[config.mk]
export PLATFORM = sky130hd
export DESIGN_NAME = exc_entry_ctrl
export DESIGN_NICKNAME = d
export VERILOG_FILES = /design/src/rtl/exc_entry_pkg.sv /design/src/rtl/exc_cause_sel.sv /design/src/rtl/exc_link_calc.sv /design/src/rtl/exc_state_calc.sv /design/src/rtl/exc_entry_ctrl.sv
export SDC_FILE = /design/constraint.sdc
export NUM_CORES = 1
export LEC_CHECK = 0
export ABC_AREA = 1
export BUFFER_PORTS_ARGS = -buffer_cell sky130_fd_sc_hd__buf_2
export CAP_MARGIN = 10
export CORE_ASPECT_RATIO = 0.9
export CORE_MARGIN = 2
export CORE_UTILIZATION = 37
export CTS_BUF_LIST = sky130_fd_sc_hd__clkbuf_8
export DETAILED_ROUTE_END_ITERATION = 7
export PLACE_DENSITY_LB_ADDON = 0.25
export SYNTH_ARGS = -nofsm -noshare
export SYNTH_HDL_FRONTEND = slang
export SYNTH_HIERARCHICAL = 1
export SYNTH_SLANG_ARGS = --single-unit
[constraint.sdc]
create_clock -name clk -period 5.6 [get_ports clk]
set_input_delay 0.28 -clock clk [delete_from_list [all_inputs] [get_ports clk]]
set_output_delay 0.28 -clock clk [all_outputs]
set_load 0.1 [all_outputs]
[src/rtl/exc_entry_pkg.sv]
package exc_entry_pkg;

  typedef enum logic [2:0] {
    CS_NONE  = 3'd0,
    CS_XLAT  = 3'd1,
    CS_HWEXC = 3'd2,
    CS_BREAK = 3'd3,
    CS_IRQ   = 3'd4
  } cause_e;

  localparam logic [1:0] ACC_FETCH = 2'd0;
  localparam logic [1:0] ACC_LOAD  = 2'd1;
  localparam logic [1:0] ACC_STORE = 2'd2;

  // status word bit positions; each saved copy sits one bit above its live bit
  localparam int MSR_IE  = 1;
  localparam int MSR_BIP = 3;
  localparam int MSR_EIP = 9;
  localparam int MSR_UM  = 11;
  localparam int MSR_VM  = 13;

  // exception status word layout
  localparam int CODE_W      = 5;
  localparam int ESR_ST      = 10;
  localparam int ESR_DS      = 12;
  localparam int ESR_SYN_LSB = 5;
  localparam int LR_W        = 5;

  localparam logic [CODE_W-1:0] CODE_UNALIGNED  = 5'd1;
  localparam logic [CODE_W-1:0] CODE_PROT_DATA  = 5'd16;
  localparam logic [CODE_W-1:0] CODE_PROT_FETCH = 5'd17;
  localparam logic [CODE_W-1:0] CODE_MISS_DATA  = 5'd18;
  localparam logic [CODE_W-1:0] CODE_MISS_FETCH = 5'd19;

  localparam logic [LR_W-1:0] LR_IRQ = 5'd14;
  localparam logic [LR_W-1:0] LR_BRK = 5'd16;
  localparam logic [LR_W-1:0] LR_EXC = 5'd17;

  localparam logic [7:0] VOFS_IRQ = 8'h10;
  localparam logic [7:0] VOFS_BRK = 8'h18;
  localparam logic [7:0] VOFS_EXC = 8'h20;

endpackage

[src/rtl/exc_cause_sel.sv]
module exc_cause_sel
  import exc_entry_pkg::*;
#(
  parameter int MSR_W = 32
) (
  input  logic             irq_pend,
  input  logic             brk_req,
  input  logic             exc_req,
  input  logic             exc_en,
  input  logic             flt_req,
  input  logic [MSR_W-1:0] msr,
  input  logic             dslot,
  input  logic             imm,
  output cause_e           cause
);

  logic irq_ok;

  always_comb begin
    irq_ok = irq_pend && msr[MSR_IE] && !msr[MSR_EIP] && !msr[MSR_BIP]
             && !dslot && !imm;
    if (flt_req)                cause = CS_XLAT;
    else if (exc_req && exc_en) cause = CS_HWEXC;
    else if (brk_req)           cause = CS_BREAK;
    else if (irq_ok)            cause = CS_IRQ;
    else                        cause = CS_NONE;
  end

endmodule

[src/rtl/exc_link_calc.sv]
module exc_link_calc
  import exc_entry_pkg::*;
#(
  parameter int XLEN = 32
) (
  input  cause_e          cause,
  input  logic [XLEN-1:0] pc,
  input  logic [XLEN-1:0] vec_base,
  input  logic            dslot,
  input  logic            imm,
  input  logic            bimm,
  output logic [XLEN-1:0] new_pc,
  output logic            link_we,
  output logic [LR_W-1:0] link_idx,
  output logic [XLEN-1:0] link_val
);

  logic [XLEN-1:0] xlat_ret;

  always_comb begin
    if (dslot)    xlat_ret = pc - (bimm ? XLEN'(8) : XLEN'(4));
    else if (imm) xlat_ret = pc - XLEN'(4);
    else          xlat_ret = pc;
  end

  always_comb begin
    new_pc   = '0;
    link_we  = 1'b0;
    link_idx = '0;
    link_val = '0;
    unique case (cause)
      CS_IRQ: begin
        new_pc   = vec_base + XLEN'(VOFS_IRQ);
        link_we  = 1'b1;
        link_idx = LR_IRQ;
        link_val = pc;
      end
      CS_BREAK: begin
        new_pc   = vec_base + XLEN'(VOFS_BRK);
        link_we  = 1'b1;
        link_idx = LR_BRK;
        link_val = pc;
      end
      CS_HWEXC: begin
        new_pc   = vec_base + XLEN'(VOFS_EXC);
        link_we  = 1'b1;
        link_idx = LR_EXC;
        link_val = pc + XLEN'(4);
      end
      CS_XLAT: begin
        new_pc   = vec_base + XLEN'(VOFS_EXC);
        link_we  = 1'b1;
        link_idx = LR_EXC;
        link_val = xlat_ret;
      end
      default: ;
    endcase
  end

endmodule

[src/rtl/exc_state_calc.sv]
module exc_state_calc
  import exc_entry_pkg::*;
#(
  parameter int XLEN  = 32,
  parameter int MSR_W = 32,
  parameter int ESR_W = 32,
  parameter int SYN_W = 7
) (
  input  cause_e            cause,
  input  logic [MSR_W-1:0]  msr_in,
  input  logic              dslot,
  input  logic [XLEN-1:0]   br_target,
  input  logic              flt_prot,
  input  logic [1:0]        flt_acc,
  input  logic [XLEN-1:0]   flt_addr,
  input  logic              exc_unaligned,
  input  logic [CODE_W-1:0] exc_code,
  input  logic [SYN_W-1:0]  exc_syn,
  input  logic [XLEN-1:0]   exc_addr,
  output logic [MSR_W-1:0]  msr_new,
  output logic              esr_we,
  output logic [ESR_W-1:0]  esr_val,
  output logic              ear_we,
  output logic [XLEN-1:0]   ear_val,
  output logic              btr_we,
  output logic [XLEN-1:0]   btr_val
);

  logic [MSR_W-1:0]  m;
  logic [CODE_W-1:0] xlat_code;
  logic              is_fetch;
  logic              fault_like;

  assign is_fetch   = (flt_acc == ACC_FETCH);
  assign fault_like = (cause == CS_XLAT) || (cause == CS_HWEXC);

  always_comb begin
    if (flt_prot) xlat_code = is_fetch ? CODE_PROT_FETCH : CODE_PROT_DATA;
    else          xlat_code = is_fetch ? CODE_MISS_FETCH : CODE_MISS_DATA;
  end

  // status word: cause-specific bit first, then mode save and clear
  always_comb begin
    m = msr_in;
    unique case (cause)
      CS_IRQ:            m[MSR_IE]  = 1'b0;
      CS_BREAK:          m[MSR_BIP] = 1'b1;
      CS_HWEXC, CS_XLAT: m[MSR_EIP] = 1'b1;
      default: ;
    endcase
    m[MSR_UM+1] = m[MSR_UM];
    m[MSR_VM+1] = m[MSR_VM];
    m[MSR_UM]   = 1'b0;
    m[MSR_VM]   = 1'b0;
    msr_new     = m;
  end

  always_comb begin
    esr_val = '0;
    if (cause == CS_XLAT) begin
      esr_val[CODE_W-1:0] = xlat_code;
      esr_val[ESR_ST]     = (flt_acc == ACC_STORE);
    end else if (exc_unaligned) begin
      esr_val[CODE_W-1:0]              = CODE_UNALIGNED;
      esr_val[ESR_SYN_LSB +: SYN_W]    = exc_syn;
    end else begin
      esr_val[CODE_W-1:0] = exc_code;
    end
    esr_val[ESR_DS] = dslot;
  end

  always_comb begin
    esr_we  = fault_like;
    ear_we  = (cause == CS_XLAT) || ((cause == CS_HWEXC) && exc_unaligned);
    ear_val = (cause == CS_XLAT) ? flt_addr : exc_addr;
    btr_we  = fault_like && dslot;
    btr_val = br_target;
  end

endmodule

[src/rtl/exc_entry_ctrl.sv]
module exc_entry_ctrl
  import exc_entry_pkg::*;
#(
  parameter int XLEN  = 32,
  parameter int MSR_W = 32,
  parameter int ESR_W = 32,
  parameter int SYN_W = 7
) (
  input  logic             clk,
  input  logic             rst,
  input  logic             cfg_exc_en,
  input  logic [XLEN-1:0]  cfg_vec_base,
  input  logic [XLEN-1:0]  cur_pc,
  input  logic [MSR_W-1:0] cur_msr,
  input  logic             flag_dslot,
  input  logic             flag_imm,
  input  logic             flag_bimm,
  input  logic [XLEN-1:0]  br_target,
  input  logic             irq_pend,
  input  logic             brk_req,
  input  logic             exc_req,
  input  logic             exc_unaligned,
  input  logic [4:0]       exc_code,
  input  logic [SYN_W-1:0] exc_syndrome,
  input  logic [XLEN-1:0]  exc_addr,
  input  logic             flt_req,
  input  logic             flt_prot,
  input  logic [1:0]       flt_acc,
  input  logic [XLEN-1:0]  flt_addr,
  output logic             taken,
  output logic [2:0]       cause,
  output logic [XLEN-1:0]  new_pc,
  output logic             link_we,
  output logic [4:0]       link_idx,
  output logic [XLEN-1:0]  link_val,
  output logic [MSR_W-1:0] msr_out,
  output logic             esr_we,
  output logic [ESR_W-1:0] esr_val,
  output logic             ear_we,
  output logic [XLEN-1:0]  ear_val,
  output logic             btr_we,
  output logic [XLEN-1:0]  btr_val,
  output logic             resv_kill,
  output logic             iflag_clr
);

  cause_e           sel;
  logic [XLEN-1:0]  n_pc, n_link, n_ear, n_btr;
  logic             n_link_we, n_esr_we, n_ear_we, n_btr_we;
  logic [LR_W-1:0]  n_idx;
  logic [MSR_W-1:0] n_msr;
  logic [ESR_W-1:0] n_esr;

  exc_cause_sel #(.MSR_W(MSR_W)) u_sel (
    .irq_pend (irq_pend),
    .brk_req  (brk_req),
    .exc_req  (exc_req),
    .exc_en   (cfg_exc_en),
    .flt_req  (flt_req),
    .msr      (cur_msr),
    .dslot    (flag_dslot),
    .imm      (flag_imm),
    .cause    (sel)
  );

  exc_link_calc #(.XLEN(XLEN)) u_link (
    .cause    (sel),
    .pc       (cur_pc),
    .vec_base (cfg_vec_base),
    .dslot    (flag_dslot),
    .imm      (flag_imm),
    .bimm     (flag_bimm),
    .new_pc   (n_pc),
    .link_we  (n_link_we),
    .link_idx (n_idx),
    .link_val (n_link)
  );

  exc_state_calc #(.XLEN(XLEN), .MSR_W(MSR_W), .ESR_W(ESR_W), .SYN_W(SYN_W)) u_state (
    .cause         (sel),
    .msr_in        (cur_msr),
    .dslot         (flag_dslot),
    .br_target     (br_target),
    .flt_prot      (flt_prot),
    .flt_acc       (flt_acc),
    .flt_addr      (flt_addr),
    .exc_unaligned (exc_unaligned),
    .exc_code      (exc_code),
    .exc_syn       (exc_syndrome),
    .exc_addr      (exc_addr),
    .msr_new       (n_msr),
    .esr_we        (n_esr_we),
    .esr_val       (n_esr),
    .ear_we        (n_ear_we),
    .ear_val       (n_ear),
    .btr_we        (n_btr_we),
    .btr_val       (n_btr)
  );

  logic taken_q;

  always_ff @(posedge clk) begin
    if (rst) begin
      taken_q  <= 1'b0;
      cause    <= '0;
      new_pc   <= '0;
      link_we  <= 1'b0;
      link_idx <= '0;
      link_val <= '0;
      msr_out  <= '0;
      esr_we   <= 1'b0;
      esr_val  <= '0;
      ear_we   <= 1'b0;
      ear_val  <= '0;
      btr_we   <= 1'b0;
      btr_val  <= '0;
    end else begin
      taken_q  <= (sel != CS_NONE);
      cause    <= sel;
      new_pc   <= n_pc;
      link_we  <= n_link_we;
      link_idx <= n_idx;
      link_val <= n_link;
      msr_out  <= n_msr;
      esr_we   <= n_esr_we;
      esr_val  <= n_esr;
      ear_we   <= n_ear_we;
      ear_val  <= n_ear;
      btr_we   <= n_btr_we;
      btr_val  <= n_btr;
    end
  end

  assign taken     = taken_q;
  assign resv_kill = taken_q;
  assign iflag_clr = taken_q;

endmodule

Word-level counts from Yosys, hierarchy flattened:

Index checks and enable logic that the tools add are counted.

* $add $sub $neg: 6
* $mul: 0
* div/mod/pow operators: 0
* magnitude comparators: 0
* eq/ne operators: 5
* shift-type cells: 0
* mux-type cells: 21
* bitwise gates (word level): 1
* reductions and logical operators: 21

Operator list (count)
* $pmux 32 s3: 2
* $mux 32: 3
* $add 32x5->32 const B: 2
* $add 32x3->32 const B: 1
* $add 32x6->32 const B: 1
* $sub 32x3->32 const B: 1
* $sub 32x32->32: 1
* $mux 5: 3
* $pmux 5 s3: 1
* $mux 3: 4
* $logic_and 1x1->1: 8
* $mux 7: 1
* $eq 3x2->1 const B: 2
* $mux 1: 6
* $reduce_or 2->1: 3
* $logic_not 1->1: 4
* $mux 4: 1
* $reduce_or 4->1: 1
* $eq 3x1->1 const B: 1
* $eq 3x3->1 const B: 1
* $reduce_bool 3->1: 1
* $reduce_or 3->1: 1
* $eq 2x2->1 const B: 1
* $logic_not 2->1: 1
* other kinds (2): 3

* bits in registers: 205
* bits in latches: 0
* memory bits (writable): 0
* memory bits (read-only): 0
* input port bits: 218
* memories kept: 0

Longest topological paths before layout:

* depth after elaboration: 12
* depth in mapped cells: 17

Cells and area by module:

The synthesis kept the hierarchy.

Modules (own cells, without submodules)
* exc_entry_ctrl: times used 1, cells an instance 639, area each 5819.3 um^2, seq. area each 4103.9 um^2
* exc_link_calc: times used 1, cells an instance 952, area each 4403.0 um^2, seq. area each 0.0 um^2
* exc_state_calc: times used 1, cells an instance 258, area each 1406.3 um^2, seq. area each 0.0 um^2
* exc_cause_sel: times used 1, cells an instance 14, area each 61.3 um^2, seq. area each 0.0 um^2

Worst setup path before layout:

OpenSTA, ideal clock, no wires.

* path type: input to register
* from: input port flag_imm
* to: register link_val[13]
* data arrival time: 2014 ps
* data required time: 5487 ps
* slack: 3473 ps
* stages: 15
* path buffers: 1
* cell sequence: inv_1 -> nand2_1 -> nor2_1 -> nand2_1 -> nor2_1 -> inv_1 -> nand3_1 -> clkinv_1 -> nor2_4 -> buf_2 -> nor2_1 -> a31oi_1 -> nand2_1 -> inv_1 -> nor2_1

* longest elaborated chain between the ends: 9

Ends and longest elaborated chain
* start: declaration: line exc_entry_ctrl.sv:16 `input logic flag_imm,`
* $logic_not 1->1 *: line exc_cause_sel.sv:21 `&& !dslot && !imm;`
* $logic_and 1x1->1 *: line exc_cause_sel.sv:21
* $mux 3 *: line exc_cause_sel.sv:25 `else if (irq_ok) cause = CS_IRQ;`
* $mux 3 *: line exc_cause_sel.sv:24 `else if (brk_req) cause = CS_BREAK;`
* $mux 3 *: line exc_cause_sel.sv:23 `else if (exc_req && exc_en) cause = CS_HWEXC;`
* $mux 3 *: line exc_cause_sel.sv:22 `if (flt_req) cause = CS_XLAT;`
* named net sel[2]: line exc_entry_ctrl.sv:47 `cause_e sel;`
* $eq 3x3->1 / $eq 3x2->1 (equally long branches): line exc_link_calc.sv:31 `unique case (cause)`
* $reduce_or 2->1 (no source line)
* $pmux 32 s3 *: line exc_link_calc.sv:31
* named net n_link[13]: line exc_entry_ctrl.sv:48 `logic [XLEN-1:0] n_pc, n_link, n_ear, n_btr;`
* end signal: assignment: line exc_entry_ctrl.sv:123 `link_val <= n_link;`
* end: declaration: line exc_entry_ctrl.sv:35 `output logic [XLEN-1:0] link_val,`

The timed path passes the listed nets; every way through them passes the cells marked *.
A chain may end at the register's enable or synchronous reset.

Worst setup path in the final report:

* from: input port flag_dslot
* to: register link_val[17]

* longest elaborated chain between the ends: 10

Ends and longest elaborated chain
* start: declaration: line exc_entry_ctrl.sv:15 `input logic flag_dslot,`
* $logic_not 1->1 *: line exc_cause_sel.sv:21
* $logic_and 1x1->1 * (2 in a row): line exc_cause_sel.sv:21
* $mux 3 *: line exc_cause_sel.sv:25
* $mux 3 *: line exc_cause_sel.sv:24
* $mux 3 *: line exc_cause_sel.sv:23
* $mux 3 *: line exc_cause_sel.sv:22
* named net sel[2]: line exc_entry_ctrl.sv:47
* $eq 3x3->1 / $eq 3x2->1 (equally long branches): line exc_link_calc.sv:31
* $reduce_or 2->1 (no source line)
* $pmux 32 s3 *: line exc_link_calc.sv:31
* named net n_link[17]: line exc_entry_ctrl.sv:48

Marks and branches as above.

==> results by stage <==
STA:
- The share of the clock period used by the worst path is a little over three fifths.
- The maximum operating frequency is 283 MHz.
- For the pin with the worst max-slew slack, the measured transition is 0.967 ns.
- The post-route setup TNS is 0 ns.
- Setup repair after global routing left no endpoint under its margin.
- The count of endpoints failing hold in the final timing report was 0.
- The relative slew slack is between 30% and 40%.
- The clock period minus final worst setup slack is 3.53 ns.
- The max-slew violation total from the final report is 0.
- The number of setup violations in the final report is 0.

GRT:
- The pin count of the biggest net entering global routing is 94.
- The initial antenna violation count is 14.
- The first global-routing pass estimated 63.3 mm of wire.
- Summed over all layers, the global routing overflow is 0.
- The via count of the first global-routing pass is between 10k and 15k.
- The total routing resource utilization after global routing is 24.0%.

Placed design:
- The global placer's final weighted congestion is 0.941.
- The total placed cells including tap cells is about 2.6k.
- The number of buffer cells added on primary ports is between 400 and 500.
- The placed wire-length estimate is 30.9 mm.

Critical path:
- The maximum fanout along the worst path is 17.
- The element type at the critical path end is a flop.
- On the worst path, the slowest cell contributes a delay of 0.57 ns.
- The critical-path cell with the highest stage delay is sky130_fd_sc_hd__nand3_1.
- The kind of critical path is in -> reg.
- The critical path goes through dlygate4sd3_1 -> buf_2 -> inv_1 -> nand2_1 -> nor2_1 -> inv_1 -> nand3_1 -> clkinv_1 -> nor2_4 -> inv_2 -> a22oi_1 -> nand2_1 -> o21ai_0 -> nand2_1 -> inv_1 -> nor2_1.
- The kind of launch point of the worst setup path is a primary input.
- The signal arrival time at the worst endpoint is 3.94 ns.
- The critical path contains buffers and inverters numbering 7 combined.
- The instance count on the critical path is 16.
- In this design, the largest share of critical-path delay is due to simple AND/OR/NAND/NOR gates.
- For the worst setup path, the data required time is around 6.0 ns.

Routing:
- The detailed-route wire length is 41.0 mm.
- The count of vias placed by the detailed router is 12.7k.
- The ratio of routed vias to standard cells is 4.67.
- The initial DRC count is 711.
- The pre-antenna-repair detailed-routing pass consisted of 5 iterations.
- In the final routed layout, each cell accounts on average for around 15 um.
- The detail route stage leaves a number of antenna-violating nets equal to 0.
- The number of DRC violations after detailed routing is 0.

Finish:
- Of the cells placed in the final design, the portion with a size suffix greater than 1 is 22.7%.
- Leaving out filler cells and counting taps, the final layout contains 2,718.
- At the end of the flow, the number of nets in the layout was 2,497.
- From synthesis to final layout, the design area changed by 27.3%.
- The area of the multi-input gates is 5300 um2.
- The filler cells instantiated in the layout total 3,267.
- The sequential cells in the finished layout cover a total of 4100 um2.
- Once layout is complete, the utilization of the core stands at between 40 and 50%.

Yosys:
- The cell count after synthesis came out at 1,863.
- In the synthesized netlist the async set-or-reset flop fraction comes to 0%.
- The share of the synthesized area in the top cell type is 35.1%.
- The flip-flop cell with the highest count after synthesis is sky130_fd_sc_hd__dfxtp_1.
- The count of warnings emitted by yosys is 6.
- The register bit total from synthesis is 205.
- The cell type with the largest total area after synthesis is sky130_fd_sc_hd__dfxtp_1.
- The synthesized netlist contains 44 unique library cells.
- By area the synthesized netlist is led by sky130_fd_sc_hd__dfxtp_1, sky130_fd_sc_hd__nand2_1, sky130_fd_sc_hd__inv_1, sky130_fd_sc_hd__nor2_1, sky130_fd_sc_hd__nand3_1.
- The mean cell area of the mapped netlist is 6.27 um2.
- Among all cell types in the netlist, the one instantiated most often is sky130_fd_sc_hd__nand2_1.
- By count the netlist is led by sky130_fd_sc_hd__nand2_1, sky130_fd_sc_hd__inv_1, sky130_fd_sc_hd__nor2_1.
- The sequential area share after synthesis is 35.1%.
- The count of flip-flops with a built-in enable after synthesis is 0.
- In this run the cell area of the synthesized design comes to ~12,000 um2.

Clock network:
- The CTS tree is built.
- Clock-pin slew was measured on the worst setup and hold paths at around 0.06 ns.
- The post-CTS repair timing setup buffer count is 0.
- The root buffer cell chosen for the clock tree is sky130_fd_sc_hd__clkbuf_8.
- In this run, post-CTS hold repair placed 65 buffers.
- The longest clock path from root to sink contains 3 buffers.
- The number of buffers created by CTS is 38.
- The number of H-tree branching levels is 2.
- For this design, the sink count on the clock tree is 205.
- After clock tree synthesis, the repair step resized 0 gates.

Die:
- The die boundary height is 173 um.
- The core region is 31,000 um2.
- The I/O pin total is 425.
- The die footprint is roughly 33,000 um2.
- The die outline width is ~190 um.
- The effective utilization at floorplan is 37.7%.
- The floorplan has 61 rows.

Power:
- The maximum VDD drop is ~240 uV.
- The ratio of total power to cell area is 297 nW/um2.
- The leakage power figure is roughly 8 nW.

Hold path:
- The instance count along the most critical hold path is 5.
- The worst hold path belongs to the class in -> reg.

Flow run:
- The number of violations of the max-capacitance limit is 0.

Status:
- The run finished with clean final reports.
==> report_power, final <==
part	switching (mW)	internal (mW)	total, mW
Combinational	1.08	0.267	1.35
Sequential	0.0232	1.55	1.58
Clock	0.663	0.826	1.49
==> per-stage QoR <==
step / setup WS [ns] / hold slack (ns) / area (um2) / total power [mW]
after detailed placement: 2.00 / 0.487 / 13400 / 2.91
after floorplan: 3.47 / 0.456 / 11800 / 2.67
after CTS: 2.15 / 0.00491 / 14900 / 4.46
after global placement: 2.02 / 0.479 / 13400 / 2.90
final: 2.07 / 0.0460 / 14900 / 4.41
after global routing: 1.84 / 0.0312 / 14900 / 4.62
==> cell families after synthesis <==
logic type	count (synthesis)	synth area share (%)
AND/OR/NAND/NOR	1011	37.1
buffers and inverters	504	20.2
flip-flops	205	35.1
AO/OA/AOI/OAI	132	6.49
adder cells (fa/ha/maj)	9	1.03
XOR/XNOR	1	0.0749
other	1	0.0321
==> final timing paths <==
path	slack, ns	endpoint	start
setup / recovery	2.07	link_val[17]$_SDFF_PP0_	flag_dslot
hold / removal	0.05	ear_val[0]$_SDFF_PP0_	exc_addr[0]
==> cell usage in the layout, fill, tap and decap left out, drive strengths merged, types with 2 or more instances in the layout <==
cell / n
nor2: 349
o22ai: 3
inv: 371
nand4: 24
or2: 4
dlygate4sd3: 65
buf: 425
o21ai: 67
clkbuf: 48
a21oi: 30
diode: 10
clkinv: 10
nand3: 219
nand2: 385
conb: 21
dfxtp: 205
nand3b: 2
o211ai: 18
ha: 8
nor3: 28
o221ai: 5
o31ai: 3
==> layer usage <==
layer	GRT usage [%]	up-vias	routed length, um
met4	9.78	4	1330
met5	0	-	29
met3	6.15	81	3640
met1	28.1	5672	16500
li1	-	6420	-
met2	41.5	511	19500
==> registers in the layout, summed over array words and instances (netlist names), 3 cells and up <==
name / cells
btr_val: 32
ear_val: 32
esr_val: 32
link_val: 32
msr_out: 32
new_pc: 32
link_idx: 5
cause: 3
==> area by class of cell <==
class	count	area share [%]
Multi-Input combinational cell	1174	35.6
Clock inverter	21	0.875
Tap cell	409	3.44
Timing Repair Buffer	490	18.8
Inverter	361	9.11
Clock buffer	48	4.44
Antenna cell	10	0.168
Sequential cell	205	27.6
No activity file was read; power rests on OpenSTA's default activity.
